===== src/rtl/lcc_pkg.sv =====
package lcc_pkg;
  localparam int WORD_W      = 64;
  localparam int BE_W        = WORD_W / 8;
  localparam int LINE_BYTES  = 32;
  localparam int OFF_W       = $clog2(LINE_BYTES);
  localparam int BEATS       = LINE_BYTES / BE_W;
  localparam int BEAT_W      = $clog2(BEATS);
  localparam int FIRST_CLKS  = 3;

  typedef enum logic [2:0] {
    ST_IDLE,
    ST_CMP,
    ST_WB,
    ST_FILL,
    ST_RESP
  } lcc_state_e;
endpackage


===== src/rtl/lcc_burst_seq.sv =====
module lcc_burst_seq
  import lcc_pkg::*;
(
  input  logic              clk,
  input  logic              rst,
  input  logic              start,
  output logic              busy,
  output logic              strobe,
  output logic              done,
  output logic [BEAT_W-1:0] beat
);
  localparam int WAIT_W = $clog2(FIRST_CLKS);

  logic [WAIT_W-1:0] wait_q;
  logic              busy_q;
  logic [BEAT_W-1:0] beat_q;

  assign busy   = busy_q;
  assign beat   = beat_q;
  // first beat pays addressing and precharge; later beats complete each clock
  assign strobe = busy_q && ((beat_q != '0) || (wait_q == WAIT_W'(FIRST_CLKS - 1)));
  assign done   = strobe && (beat_q == BEAT_W'(BEATS - 1));

  always_ff @(posedge clk) begin
    if (rst) begin
      busy_q <= 1'b0;
      beat_q <= '0;
      wait_q <= '0;
    end else if (start) begin
      busy_q <= 1'b1;
      beat_q <= '0;
      wait_q <= '0;
    end else if (busy_q) begin
      if (strobe) begin
        if (done) busy_q <= 1'b0;
        else      beat_q <= beat_q + 1'b1;
      end else begin
        wait_q <= wait_q + 1'b1;
      end
    end
  end

  // two idle clocks, then the first beat completes
  p_first_beat_cost_r6: assert property (@(posedge clk) disable iff (rst)
    start |=> !strobe ##1 !strobe ##1 strobe);
  // once beats start they complete back to back
  p_beats_back_to_back_r6: assert property (@(posedge clk) disable iff (rst)
    (strobe && !done && !start) |=> strobe);
endmodule


===== src/rtl/lcc_tag_store.sv =====
module lcc_tag_store #(
  parameter int LINES = 8,
  parameter int TAG_W = 24,
  localparam int IDX_W = $clog2(LINES)
) (
  input  logic             clk,
  input  logic             rst,
  input  logic [IDX_W-1:0] idx,
  input  logic             install,
  input  logic [TAG_W-1:0] install_tag,
  input  logic             set_dirty,
  output logic             rd_valid,
  output logic             rd_dirty,
  output logic [TAG_W-1:0] rd_tag
);
  logic [LINES-1:0] valid_q;
  logic [LINES-1:0] dirty_q;
  logic [TAG_W-1:0] tag_q [LINES];

  assign rd_valid = valid_q[idx];
  assign rd_dirty = dirty_q[idx];
  assign rd_tag   = tag_q[idx];

  always_ff @(posedge clk) begin
    if (rst) begin
      valid_q <= '0;
      dirty_q <= '0;
    end else if (install) begin
      valid_q[idx] <= 1'b1;
      dirty_q[idx] <= 1'b0;
    end else if (set_dirty) begin
      dirty_q[idx] <= 1'b1;
    end
  end

  always_ff @(posedge clk) begin
    if (install) tag_q[idx] <= install_tag;
  end

  for (genvar i = 0; i < LINES; i++) begin : g_chk
    // a line can only become dirty after it was installed
    p_dirty_needs_valid_r3: assert property (@(posedge clk) disable iff (rst)
      dirty_q[i] |-> valid_q[i]);
  end
endmodule


===== src/rtl/lcc_data_store.sv =====
module lcc_data_store
  import lcc_pkg::*;
#(
  parameter int LINES = 8,
  localparam int WIDX_W = $clog2(LINES) + BEAT_W
) (
  input  logic              clk,
  input  logic              wr_en,
  input  logic [WIDX_W-1:0] wr_idx,
  input  logic [WORD_W-1:0] wr_data,
  input  logic [BE_W-1:0]   wr_be,
  input  logic [WIDX_W-1:0] rd_idx,
  output logic [WORD_W-1:0] rd_data
);
  logic [WORD_W-1:0] words_q [LINES*BEATS];

  assign rd_data = words_q[rd_idx];

  always_ff @(posedge clk) begin
    if (wr_en) begin
      for (int b = 0; b < BE_W; b++) begin
        if (wr_be[b]) words_q[wr_idx][b*8 +: 8] <= wr_data[b*8 +: 8];
      end
    end
  end
endmodule


===== src/rtl/line_cache_ctrl.sv =====
module line_cache_ctrl
  import lcc_pkg::*;
#(
  parameter int ADDR_W = 32,
  parameter int LINES  = 8
) (
  input  logic              clk,
  input  logic              rst,
  input  logic              req_valid,
  output logic              req_ready,
  input  logic              req_we,
  input  logic [ADDR_W-1:0] req_addr,
  input  logic [WORD_W-1:0] req_wdata,
  input  logic [BE_W-1:0]   req_be,
  output logic              rsp_valid,
  output logic [WORD_W-1:0] rsp_rdata,
  output logic              mem_cyc,
  output logic              mem_we,
  output logic [ADDR_W-1:0] mem_addr,
  output logic              mem_strobe,
  output logic [WORD_W-1:0] mem_wdata,
  input  logic [WORD_W-1:0] mem_rdata
);
  localparam int IDX_W  = $clog2(LINES);
  localparam int TAG_W  = ADDR_W - OFF_W - IDX_W;
  localparam int WIDX_W = IDX_W + BEAT_W;

  lcc_state_e        state_q;
  logic [ADDR_W-1:3] addr_q;
  logic              we_q;
  logic [WORD_W-1:0] wdata_q;
  logic [BE_W-1:0]   be_q;
  logic [WORD_W-1:0] rdata_q;

  wire unused_lowbits = ^req_addr[2:0];

  logic [IDX_W-1:0]  idx;
  logic [TAG_W-1:0]  tag;
  logic [BEAT_W-1:0] word;
  assign idx  = addr_q[OFF_W+IDX_W-1:OFF_W];
  assign tag  = addr_q[ADDR_W-1:OFF_W+IDX_W];
  assign word = addr_q[OFF_W-1:3];

  logic             t_valid, t_dirty;
  logic [TAG_W-1:0] t_tag;
  logic             hit;
  assign hit = t_valid && (t_tag == tag);

  logic              seq_start, seq_busy, seq_strobe, seq_done;
  logic [BEAT_W-1:0] beat;
  assign seq_start = ((state_q == ST_CMP) && !hit) || ((state_q == ST_WB) && seq_done);

  lcc_burst_seq u_seq (
    .clk(clk), .rst(rst), .start(seq_start), .busy(seq_busy),
    .strobe(seq_strobe), .done(seq_done), .beat(beat)
  );

  logic install, set_dirty;
  assign install   = (state_q == ST_FILL) && seq_done;
  assign set_dirty = (state_q == ST_CMP) && hit && we_q;

  lcc_tag_store #(.LINES(LINES), .TAG_W(TAG_W)) u_tags (
    .clk(clk), .rst(rst), .idx(idx), .install(install), .install_tag(tag),
    .set_dirty(set_dirty), .rd_valid(t_valid), .rd_dirty(t_dirty), .rd_tag(t_tag)
  );

  logic              d_wr_en;
  logic [WIDX_W-1:0] d_wr_idx, d_rd_idx;
  logic [WORD_W-1:0] d_wr_data, d_rd_data;
  logic [BE_W-1:0]   d_wr_be;

  always_comb begin
    if (state_q == ST_FILL) begin
      d_wr_en   = seq_strobe;
      d_wr_idx  = {idx, beat};
      d_wr_data = mem_rdata;
      d_wr_be   = '1;
    end else begin
      d_wr_en   = set_dirty;
      d_wr_idx  = {idx, word};
      d_wr_data = wdata_q;
      d_wr_be   = be_q;
    end
  end
  assign d_rd_idx = (state_q == ST_WB) ? {idx, beat} : {idx, word};

  lcc_data_store #(.LINES(LINES)) u_data (
    .clk(clk), .wr_en(d_wr_en), .wr_idx(d_wr_idx), .wr_data(d_wr_data),
    .wr_be(d_wr_be), .rd_idx(d_rd_idx), .rd_data(d_rd_data)
  );

  always_ff @(posedge clk) begin
    if (rst) begin
      state_q <= ST_IDLE;
    end else begin
      case (state_q)
        ST_IDLE: if (req_valid) state_q <= ST_CMP;
        ST_CMP: begin
          if (hit)                   state_q <= ST_RESP;
          else if (t_valid && t_dirty) state_q <= ST_WB;
          else                       state_q <= ST_FILL;
        end
        ST_WB:   if (seq_done) state_q <= ST_FILL;
        ST_FILL: if (seq_done) state_q <= ST_CMP;
        default: state_q <= ST_IDLE;
      endcase
    end
  end

  always_ff @(posedge clk) begin
    if ((state_q == ST_IDLE) && req_valid) begin
      addr_q  <= req_addr[ADDR_W-1:3];
      we_q    <= req_we;
      wdata_q <= req_wdata;
      be_q    <= req_be;
    end
    if ((state_q == ST_CMP) && hit && !we_q) rdata_q <= d_rd_data;
  end

  assign req_ready  = (state_q == ST_IDLE);
  assign rsp_valid  = (state_q == ST_RESP);
  assign rsp_rdata  = rdata_q;
  assign mem_cyc    = seq_busy;
  assign mem_we     = (state_q == ST_WB);
  assign mem_strobe = seq_strobe;
  assign mem_wdata  = d_rd_data;
  assign mem_addr   = {(state_q == ST_WB) ? t_tag : tag, idx, beat, 3'b000};

  // no request is taken while a burst runs
  p_no_accept_in_burst_r7: assert property (@(posedge clk) disable iff (rst)
    mem_cyc |-> !req_ready);
  // an accepted request closes the port on the next cycle
  p_accept_closes_port_r7: assert property (@(posedge clk) disable iff (rst)
    (req_valid && req_ready) |=> !req_ready);
  // the response is a single-cycle pulse
  p_rsp_single_pulse_r2: assert property (@(posedge clk) disable iff (rst)
    rsp_valid |=> !rsp_valid);
  // the write-back burst is followed directly by the fill burst
  p_writeback_then_fill_r5: assert property (@(posedge clk) disable iff (rst)
    (mem_cyc && mem_we && mem_strobe && (mem_addr[4:3] == 2'd3)) |=> (mem_cyc && !mem_we));
endmodule


===== config.mk =====
export PLATFORM = sky130hd
export DESIGN_NAME = line_cache_ctrl
export DESIGN_NICKNAME = d
export VERILOG_FILES = /design/src/rtl/lcc_pkg.sv /design/src/rtl/lcc_burst_seq.sv /design/src/rtl/lcc_tag_store.sv /design/src/rtl/lcc_data_store.sv /design/src/rtl/line_cache_ctrl.sv
export SDC_FILE = /design/constraint.sdc
export NUM_CORES = 2
export LEC_CHECK = 0
export BUFFER_PORTS_ARGS = -buffer_cell sky130_fd_sc_hd__buf_2
export CAP_MARGIN = 20
export CORE_ASPECT_RATIO = 1.5
export CORE_MARGIN = 2
export CORE_UTILIZATION = 45
export CTS_CLUSTER_SIZE = 14
export DETAILED_ROUTE_END_ITERATION = 6
export SLEW_MARGIN = 20
export SYNTH_ARGS = -nofsm -noshare
export SYNTH_HDL_FRONTEND = slang
export SYNTH_HIERARCHICAL = 1
export SYNTH_SLANG_ARGS = --single-unit

===== constraint.sdc =====
create_clock -name clk -period 5.82 [get_ports clk]
set_input_delay 1.164 -clock clk [delete_from_list [all_inputs] [get_ports clk]]
set_output_delay 1.164 -clock clk [all_outputs]
set_load 0.02 [all_outputs]

==> summary.txt <==
Detailed routing
  – ANT nets after route: 0
  – Vias/cell: 5.86
  – Initial DRT Pass Iterations: 6
  – Avg WL per Cell: 31.3 µm
  – DR DRC count: 0
  – Detailed-route via count: 49609
  – Wirelength, routed: 265000 µm
  – Initial DRC count: 5122

Yosys
  – Synthesized cell area: 94100 µm²
  – Synth warn: 6
  – Yosys reg bits: 2430
  – Cell taking the most area after synthesis: edfxtp_1
  – Post-synth ARST share: 0%
  – Number of synthesized flops with an enable pin: 2406
  – Proportion of netlist area held by the largest area contributor: 76.8%
  – Yosys cell types: 59
  – Sequential element share of the synthesized area: 77.3%
  – Top post-synthesis cells by area: edfxtp_1, mux4_2, mux2i_1, a22oi_1, nor2_1
  – Main synth FF type: edfxtp_1
  – Post-Syn Area per Cell: 19.3 µm²
  – Post-Syn Instances: 4867

Timing
  – Fmax: 0.174 GHz
  – Pins Over Slew Limit: 0
  – Setup Total Neg Slack: 0 ns
  – WHS: 0.454 ns
  – Setup WS post-layout: 0.0885 ns
  – Crit path time final: 5.73 ns
  – RSZ-0062 raised after global routing: false
  – Setup violations, final: 0
  – Least-Margin Pin Slew: 1.12 ns
  – Layout Skew: 0.0652 ns
  – Final Hold Viols: 0
  – Final Cycle Share: 98.5%
  – Rel. slew slack: 25.1%

Status
  – Status: finished, final reports clean

Floorplan
  – Chip height: 564 µm
  – Initial Util: 45.2%
  – DIE AREA: 213000 µm²
  – Core Footprint: 208000 µm²
  – Die Wd: 377 µm
  – # rows: 205
  – Ports: 337

CTS
  – Clock sinks: 2430
  – Root Driver: clkbuf_16
  – Clk pin slew, worst setup/hold paths: 0.06 ns
  – Max Root-Sink Buffers: 4
  – H-tree levels: 4
  – Clock latency on the worst-skew pair: 0.89 ns
  – CTS tree: yes
  – Total CTS buffers: 228

Worst setup path
  – Worst R2R Setup Slack: 0.70 ns
  – Critical path capture point type: output port
  – Worst EP arrival: 4.57 ns
  – Crit path launch: state_q[1]$_SDFFE_PP0P_
  – Reg-to-Reg End: u_data/words_q[4][7]$_DFFE_PP_
  – FF-to-FF path depth: 13
  – Critical path fanouts, max: 27
  – Worst R2R Start: addr_q[5]$_DFFE_PP_
  – Startpoint Class: flop
  – Crit path kind: reg -> out
  – Critical Path RT: 4.66 ns
  – Worst Setup EP: mem_wdata[12]

Power and ir drop
  – LEAKAGE: 35.9 nW
  – P per Cell Area: 337 nW/µm²
  – Max IR drop VDD: 0.291 mV

Global route
  – First-pass GRT wire length: 367000 µm
  – Initial antenna violation count: 10
  – Largest net degree at the start of global routing: 118
  – Grt ovf: 0
  – GRT Util Overall: 24.6%
  – Vias in the first global route: 49617

Final layout
  – Fin nets: 5682
  – Fin area: 108000 µm²
  – Area Overhead vs Synth: 14.8%
  – Share of post-route cells with drive strength above 1: 25.3%

Flow run
  – Max_cap viols: 0

Place
  – DP Wirelength: 170000 µm
  – Post-place setup slack: 0.738 ns
  – Dpl cell area: 101000 µm²
  – Buffers on Ports: 330
  – Gpl congestion: 0.854

Worst hold path
  – Hold Crit Class: in -> reg
## layout make-up
| cell class | count | area (µm²) |
|---|---|---|
| Antenna cell | 4 | 10.0 |
| Clock buffer | 293 | 6060 |
| Clock inverter | 102 | 722 |
| Fill cell | 16625 | 100000 |
| Inverter | 13 | 48.8 |
| Multi-Input combinational cell | 2138 | 20200 |
| Sequential cell | 2430 | 72700 |
| Tap cell | 2794 | 3500 |
| Timing Repair Buffer | 696 | 4790 |
## routing by layer
| metal | part of all wire [%] | wire (µm) | vias to the layer above | GRT usage, % |
|---|---|---|---|---|
| met5 | 0.013 | 35 | - | 0 |
| met4 | 4.4 | 11600 | 6 | 9.93 |
| met3 | 7.2 | 19100 | 438 | 4.14 |
| met2 | 51 | 135000 | 2140 | 42.5 |
| met1 | 38 | 99400 | 26067 | 30.7 |
| li1 | - | - | 20958 | - |
## power breakdown
group          total, mW  switching (mW)  internal, mW
logic               2.92            2.01         0.908
clock network       14.0            6.29          7.66
registers           19.6          0.0434          19.5
total               36.5            8.35          28.1
## worst max-delay path, cell delays in order (launching register included)
cell	delay, ns
dfxtp_1	0.48
nand2b_1	0.16
nor2_4	0.32
mux2_8	0.54
nor2b_4	0.22
and2_2	0.52
a22oi_1	0.54
nand4_1	0.50
buf_2	0.33
## kinds of logic (layout without fill, tap and decap cells)
family	Yosys count	in the layout	synth area share [%]
fa+ha+maj	3	3	0.0399
xor+xnor	25	25	0.233
other cells	1	7	0.00399
mux	874	876	13.5
compound gates	443	443	3.54
simple gates	788	788	3.77
buf+inv	303	1104	1.62
flops	2430	2430	77.3
## what timing repair did
item,CTS,global route
buffers inserted,1,0
resized for setup,4,6
hold buffers,0,0
pin swaps,0,0
endpoints found under the setup margin,17,29
cloned,0,2
## how the worst min path moves through the flow
stage | startpoint | to | slack, ns | cells past startpoint
2_1_floorplan | flop | flop | 0.43 | 2
3_3_place_gp | flop | flop | 0.44 | 2
3_5_place_dp | flop | flop | 0.44 | 2
4_1_cts | req_wdata[7] | wdata_q[7]$_DFFE_PP_ | 0.40 | 1
5_1_grt | req_wdata[37] | wdata_q[37]$_DFFE_PP_ | 0.42 | 1
6_report | req_wdata[7] | wdata_q[7]$_DFFE_PP_ | 0.45 | 1
## stage by stage
stage / util [%] / cells / power, mW
global placement: 48.5 / 8063 / 22.8
finish: 51.9 / 8470 / 36.5
global route: 51.9 / 8467 / 37.5
CTS: 51.8 / 8460 / 36.7
floorplan: - / 4869 / 21.6
detailed placement: 48.6 / 8064 / 22.9
## flip-flops by register name, summed over array words and instances, names as in the netlist, named ones only
register        flops
u_tags/tag_q      192
be_q                8
u_seq/beat          2
u_data/words_q   2048
wdata_q            64
u_tags/valid_q      8
u_seq/wait_q        2
u_seq/busy          1
addr_q             29
we_q                1
rsp_rdata          64
state_q             3
## Yosys cell counts (12+ instances only)
cell,number
edfxtp_1,2406
mux2i_1,514
a22oi_1,332
mux4_2,308
nor2_1,273
nand2_1,259
nand3_1,121
buf_2,109
clkbuf_1,95
mux2_2,42
nand4_1,42
a31oi_1,39
buf_1,37
a22o_1,35
buf_4,34
dfxtp_1,24
nor2b_1,20
xor2_1,15
inv_1,13
buf_6,12
nand2b_1,12
## cells in the final DEF, fill, tap and decap left out, types with 42 or more instances in the layout
cell type,n
clkbuf_16,232
nor2_1,265
mux4_2,308
buf_4,332
nand3_1,121
edfxtp_1,2406
nand4_1,42
clkinv_1,55
a22oi_1,332
buf_2,330
nand2_1,212
clkbuf_1,58
nand2_2,47
mux2i_1,514
Note: power is estimated with default switching activity, not from simulation.
